--- src/rtl/sevenseg_pkg.sv ---
package sevenseg_pkg;

    localparam int CODE_W = 4;
    localparam int SEG_W  = 7;
    localparam int DIGITS = 10;

    typedef logic [CODE_W-1:0] code_t;
    typedef logic [SEG_W-1:0]  seg_t;

    localparam seg_t SEG_DARK    = '0;
    localparam seg_t SEG_ALL     = '1;
    localparam seg_t SEG_INVALID = seg_t'(1) << (SEG_W - 1);

    typedef enum logic [1:0] {
        MODE_DARK  = 2'd0,
        MODE_LAMP  = 2'd1,
        MODE_ZBLNK = 2'd2,
        MODE_GLYPH = 2'd3
    } disp_mode_e;

    typedef struct packed {
        seg_t seg;
        logic zb_out_n;
    } dec_out_t;

endpackage

--- src/rtl/seg_glyph_rom.sv ---
module seg_glyph_rom
    import sevenseg_pkg::*;
(
    input  code_t code,
    output seg_t  glyph
);

    seg_t digit_glyph [DIGITS];

    // Segment sets per digit, bit 0 = a ... bit 6 = g.
    assign digit_glyph[0] = 7'b011_1111;
    assign digit_glyph[1] = 7'b000_0110;
    assign digit_glyph[2] = 7'b101_1011;
    assign digit_glyph[3] = 7'b100_1111;
    assign digit_glyph[4] = 7'b110_0110;
    assign digit_glyph[5] = 7'b110_1101;
    assign digit_glyph[6] = 7'b111_1101;
    assign digit_glyph[7] = 7'b000_0111;
    assign digit_glyph[8] = 7'b111_1111;
    assign digit_glyph[9] = 7'b110_1111;

    seg_t glyph_d;

    always_comb begin
        glyph_d = SEG_INVALID;
        for (int i = 0; i < DIGITS; i++) begin
            if (code == code_t'(i)) glyph_d = digit_glyph[i];
        end
    end

    assign glyph = glyph_d;

endmodule

--- src/rtl/seg_mode_arb.sv ---
module seg_mode_arb
    import sevenseg_pkg::*;
(
    input  code_t      code,
    input  logic       lamp_test_n,
    input  logic       zero_blank_in_n,
    input  logic       force_blank_n,
    output disp_mode_e mode
);

    disp_mode_e mode_d;
    logic       is_zero;

    assign is_zero = (code == '0);

    // Fixed priority: forced blank, lamp test, zero blank, glyph.
    always_comb begin
        if (!force_blank_n)                mode_d = MODE_DARK;
        else if (!lamp_test_n)             mode_d = MODE_LAMP;
        else if (!zero_blank_in_n && is_zero) mode_d = MODE_ZBLNK;
        else                               mode_d = MODE_GLYPH;
    end

    assign mode = mode_d;

endmodule

--- src/rtl/seg_out_sel.sv ---
module seg_out_sel
    import sevenseg_pkg::*;
(
    input  disp_mode_e mode,
    input  seg_t       glyph,
    output dec_out_t   out
);

    dec_out_t out_d;

    always_comb begin
        out_d.zb_out_n = 1'b1;
        unique case (mode)
            MODE_DARK:  out_d.seg = SEG_DARK;
            MODE_LAMP:  out_d.seg = SEG_ALL;
            MODE_ZBLNK: begin
                out_d.seg      = SEG_DARK;
                out_d.zb_out_n = 1'b0;
            end
            default:    out_d.seg = glyph;
        endcase
    end

    assign out = out_d;

endmodule

--- src/rtl/sevenseg_blank_decoder.sv ---
module sevenseg_blank_decoder
    import sevenseg_pkg::*;
(
    input  logic [3:0] code,
    input  logic       lamp_test_n,
    input  logic       zero_blank_in_n,
    input  logic       force_blank_n,
    output logic [6:0] seg,
    output logic       zero_blank_out_n
);

    seg_t       glyph;
    disp_mode_e mode;
    dec_out_t   out_d;

    seg_glyph_rom i_glyph (
        .code  (code),
        .glyph (glyph)
    );

    seg_mode_arb i_arb (
        .code            (code),
        .lamp_test_n     (lamp_test_n),
        .zero_blank_in_n (zero_blank_in_n),
        .force_blank_n   (force_blank_n),
        .mode            (mode)
    );

    seg_out_sel i_sel (
        .mode  (mode),
        .glyph (glyph),
        .out   (out_d)
    );

    assign seg              = out_d.seg;
    assign zero_blank_out_n = out_d.zb_out_n;

endmodule

--- config.mk ---
export PLATFORM = sky130hd
export DESIGN_NAME = sevenseg_blank_decoder
export DESIGN_NICKNAME = d
export VERILOG_FILES = /design/src/rtl/sevenseg_pkg.sv /design/src/rtl/seg_glyph_rom.sv /design/src/rtl/seg_mode_arb.sv /design/src/rtl/seg_out_sel.sv /design/src/rtl/sevenseg_blank_decoder.sv
export SDC_FILE = /design/constraint.sdc
export NUM_CORES = 1
export LEC_CHECK = 0
export BUFFER_PORTS_ARGS = -buffer_cell sky130_fd_sc_hd__buf_4
export CAP_MARGIN = 40
export CORE_AREA = 2 2 39 41
export DETAILED_ROUTE_END_ITERATION = 8
export DIE_AREA = 0 0 41 43
export GPL_ROUTABILITY_DRIVEN = 0
export PLACE_DENSITY = 0.42
export SYNTH_ARGS = -nofsm -noshare
export SYNTH_HDL_FRONTEND = slang
export SYNTH_HIERARCHICAL = 1
export SYNTH_SLANG_ARGS = --single-unit
--- constraint.sdc ---
create_clock -name vclk -period 1.5
set_clock_uncertainty 0.15 [all_clocks]
set_input_delay 0.075 -clock vclk [all_inputs]
set_output_delay 0.075 -clock vclk [all_outputs]
set_load 0.02 [all_outputs]
Word-level counts from Yosys, hierarchy flattened:

Index checks and enable logic that the tools add are counted.
W data, S select, Z words.

* register bits: 0
* input bits: 7
* output and inout port bits: 8
* word-level logic and storage cells: 31

* eq/ne operators: 11
* multiplexer cells: 15
* reductions and logical operators: 5

Operators with widths (count)
* $mux W7: 10
* $eq A4 B3 Y1 const B: 4
* $pmux W7 S2: 1
* $eq A4 B2 Y1 const B: 2
* $eq A4 B4 Y1 const B: 2
* $eq A4 B1 Y1 const B: 1
* $logic_not A4 Y1: 1
* $mux W2: 2
* $eq A2 B1 Y1 const B: 1
* $eq A2 B2 Y1 const B: 1
* $logic_not A2 Y1: 1
* $mux W1: 2
* $reduce_or A2 Y1: 1
* $logic_and A1 B1 Y1: 1
* $logic_not A1 Y1: 1

Depth between registers and ports, before layout:

* depth after elaboration: 12
* gate-level depth with buffers: 6
* gate-level depth less buffers: 5

Modules after synthesis:

Netlist, hierarchy kept.

Modules (own cells, without submodules)
* seg_glyph_rom: times used 1, cells an instance 23, area an instance 132.6 um^2
* seg_out_sel: times used 1, cells an instance 15, area an instance 88.8 um^2
* seg_mode_arb: times used 1, cells an instance 3, area an instance 25.0 um^2

Worst setup path after synthesis:

No wires, ideal clock.

* path kind: input -> output
* from: input port code[1]
* to: output port zero_blank_out_n
* arrival time: 1.116 ns
* data required time: 1.275 ns
* setup slack: 0.159 ns
* stages on the path: 3
* buffers on the path: 0
* cells stage by stage: or4b_1 -> o31a_1 -> nand2b_1

* word-level cells in the longest chain between the ends: 7

RTL lines
* start: declaration: RTL line sevenseg_blank_decoder.sv:4 `input logic [3:0] code,`
* $logic_not A4 Y1: RTL line seg_mode_arb.sv:14 `assign is_zero = (code == '0);`
* $logic_and A1 B1 Y1: RTL line seg_mode_arb.sv:20 `else if (!zero_blank_in_n && is_zero) mode_d = MODE_ZBLNK;`
* $mux W1: RTL line seg_mode_arb.sv:20
* $mux W2: RTL line seg_mode_arb.sv:19 `else if (!lamp_test_n) mode_d = MODE_LAMP;`
* $mux W2: RTL line seg_mode_arb.sv:18 `if (!force_blank_n) mode_d = MODE_DARK;`
* via mode[0]: RTL line sevenseg_blank_decoder.sv:13 `disp_mode_e mode;`
* $eq A2 B2 Y1: RTL line seg_out_sel.sv:13 `unique case (mode)`
* $mux W1: RTL line seg_out_sel.sv:13
* end: declaration: RTL line sevenseg_blank_decoder.sv:9 `output logic zero_blank_out_n`

The timed path passes the listed nets, and every way through them passes these cells.

Worst setup path in the final report:

* from: input port code[1]
* to: output port seg[6]

RTL lines
* $logic_not A4 Y1 (*): RTL line seg_mode_arb.sv:14
* $logic_and A1 B1 Y1 (*): RTL line seg_mode_arb.sv:20
* $mux W1 (*): RTL line seg_mode_arb.sv:20
* $mux W2 (*): RTL line seg_mode_arb.sv:19
* $mux W2 (*): RTL line seg_mode_arb.sv:18
* via mode[0]: RTL line sevenseg_blank_decoder.sv:13
* $eq A2 B2 Y1 or $logic_not A2 Y1 (tied branches): RTL line seg_out_sel.sv:13
* $reduce_or A2 Y1 (no line)
* $pmux W7 S2 (*): RTL line seg_out_sel.sv:13
* end: declaration: RTL line sevenseg_blank_decoder.sv:8 `output logic [6:0] seg,`

The timed path passes the listed nets; every way through them passes the cells marked *.

==> impl_metrics.tcl <==
set metrics [dict create \
    outcome "complete, but fails checks" \
    violations "negative setup slack" \
    synth_warnings 6 \
    path_max_fanout 8 \
    dieArea_um2 1763 \
    synth_top_family_by_area "compound AO/OA/AOI/OAI gates" \
    relSlewSlack_pct 79.13 \
    via_count 310 \
    min-delay-start "code[3]" \
    wl_per_cell_um 8.296 \
    ir_worst_vdd_mv 0.09416 \
    syn-instance-count 41 \
    post_cts_buffers 0 \
    n_fill_cell 161 \
    io_pins 15 \
    grt_max_degree 12 \
    rsz0062_at_grt "true" \
    rows 14 \
    drc 0 \
    hold_end "seg[2]" \
    clkbuf_count 0 \
    max_freq_mhz 643.9 \
    design.seq.count 0 \
    maxSlewViolCount 0 \
    hpwlAfterDp_um 480.3 \
    min_period_over_period_pct 103.5 \
    synth-compound-area-share_pct 51.27 \
    finalNonFillerCells 71 \
    worst_pin_slew_ns 0.3130 \
    antenna_found_initial 0 \
    final_antenna_net_count 0 \
    finalSetupViolCount 8 \
    arrival_ns 1.33 \
    hold_viol 0 \
    routed_wirelength_um 589 \
    drive_above_1_share_pct 34.55 \
    power_mw 0.1273 \
    power.density_nw_per_um2 322.0 \
    ys_seq_area_share_pct 0 \
    fin_ws_ns -0.05310 \
    drtPass1Iterations 3 \
    syn_area_per_cell_um2 6.012 \
    dp_slack_ns -0.1072 \
    grt_overflow 0 \
    initialDrtViolationCount 8 \
    period_minus_slack_ns 1.553 \
    start_util_pct 17.81 \
    p_leak_nw 0.2039 \
    cp.required_ns 1.27 \
    critPathCaptureType "output port" \
    multi_input_area_um2 191.4 \
    via_per_inst 4.366 \
    grt.total_usage_pct 7.493 \
    syn_nets 48 \
    synthMuxAreaShare_pct 0 \
    ys_types 19 \
    final_util_pct 28.57 \
    dp_cells 71 \
    nets 64 \
    die_w_um 41 \
    die_h_um 43 \
    grt_pass1_vias 255 \
    diodes 0 \
    synthesis.area_um2 246.5 \
    ff_latch_area_um2 0 \
    areaGrowthSynthToFinish_pct 60.41 \
    port_buffers 15 \
    synth_xor_xnor_area_share_pct 3.553 \
    final.setup.tns_ns -0.3925 \
    min_path_type "primary input to output port" \
    grt_pass1_wl_um 1021 \
    maxCapViolations 0 \
    synthAdderAreaFrac_pct 0 \
    coreArea_um2 1384 \
    yosys.area_share.simple_pct 21.32 \
    min_path_cells 5 \
    final_cell_mix "buf_4, inv_1, a21boi_1, buf_6, a21oi_1" \
    critical_path_class "primary input to output port" \
    layout.cells.most_common "buf_4" \
    critPathLaunchType "primary input" \
]
## layout make-up
type,instances,area share [%]
repair buffers,17,37.03
multi-input cells,28,48.42
inverters,10,9.494
well taps,16,5.063
## worst max-delay path by stage
stage,from,to,slack (ns),depth (start not counted)
after floorplan,code[1],zero_blank_out_n,0.16,3
after detailed placement,code[1],seg[1],-0.11,5
after CTS,code[1],seg[1],-0.09,5
final,code[1],seg[6],-0.05,5
after global routing,code[1],seg[4],-0.12,5
after global placement,code[1],seg[1],-0.08,5
## through the flow
stage / hold slack, ns / area [µm²]
after global routing: 0.4843 / 395.4
final: 0.4394 / 395.4
after detailed placement: 0.4398 / 372.9
after global placement: 0.4398 / 372.9
after CTS: 0.4425 / 387.9
after floorplan: 0.2194 / 246.5
## where the power goes
| group | total (mW) | switching (mW) | internal (mW) |
|---|---|---|---|
| Clock | 0 | 0 | 0 |
| Combinational | 0.127 | 0.0645 | 0.0628 |
| Sequential | 0 | 0 | 0 |
| Total | 0.127 | 0.0645 | 0.0628 |
## worst max-delay path, stage by stage
cell	delay, ns
buf_6	0.09
or4b_1	0.51
o31a_1	0.33
a21boi_2	0.19
buf_6	0.14
## cells by family after synthesis
family | after synthesis
AOI/OAI and AO/OA | 18
xor gates and xnor gates | 1
and+or+nand+nor | 9
buffers and inverters | 13
## synth_stat cells
library cell	count	area, µm²
xnor2_1	1	8.760
a22oi_1	1	7.510
a21oi_1	3	15.01
and2_1	1	6.260
nand3_1	1	5.000
nand2_1	2	7.510
a211oi_1	1	7.510
nand2b_1	1	6.260
o31a_1	1	8.760
buf_2	2	10.01
nor2_1	2	7.510
inv_1	10	37.54
o22ai_1	1	6.260
a21boi_2	1	11.26
a21boi_1	6	45.04
buf_6	1	11.26
o21a_1	2	15.01
or4b_1	2	20.02
o21ai_0	2	10.01
## timing repair
action	4_1_cts	5_1_grt
cloned	0	0
endpoints found under the setup margin	8	8
hold buffers	0	0
endpoints found under the hold margin	0	0
gates resized for setup	4	2
## metal layers
layer | vias to the layer above | GRT usage [%] | routed length, µm
li1 | 169 | - | -
met1 | 135 | 10.44 | 252
met2 | 6 | 13.13 | 318
met3 | 0 | 0 | 18
met4 | 0 | 0 | 0
met5 | - | 0 | 0
(Power assumes the default switching activity.)
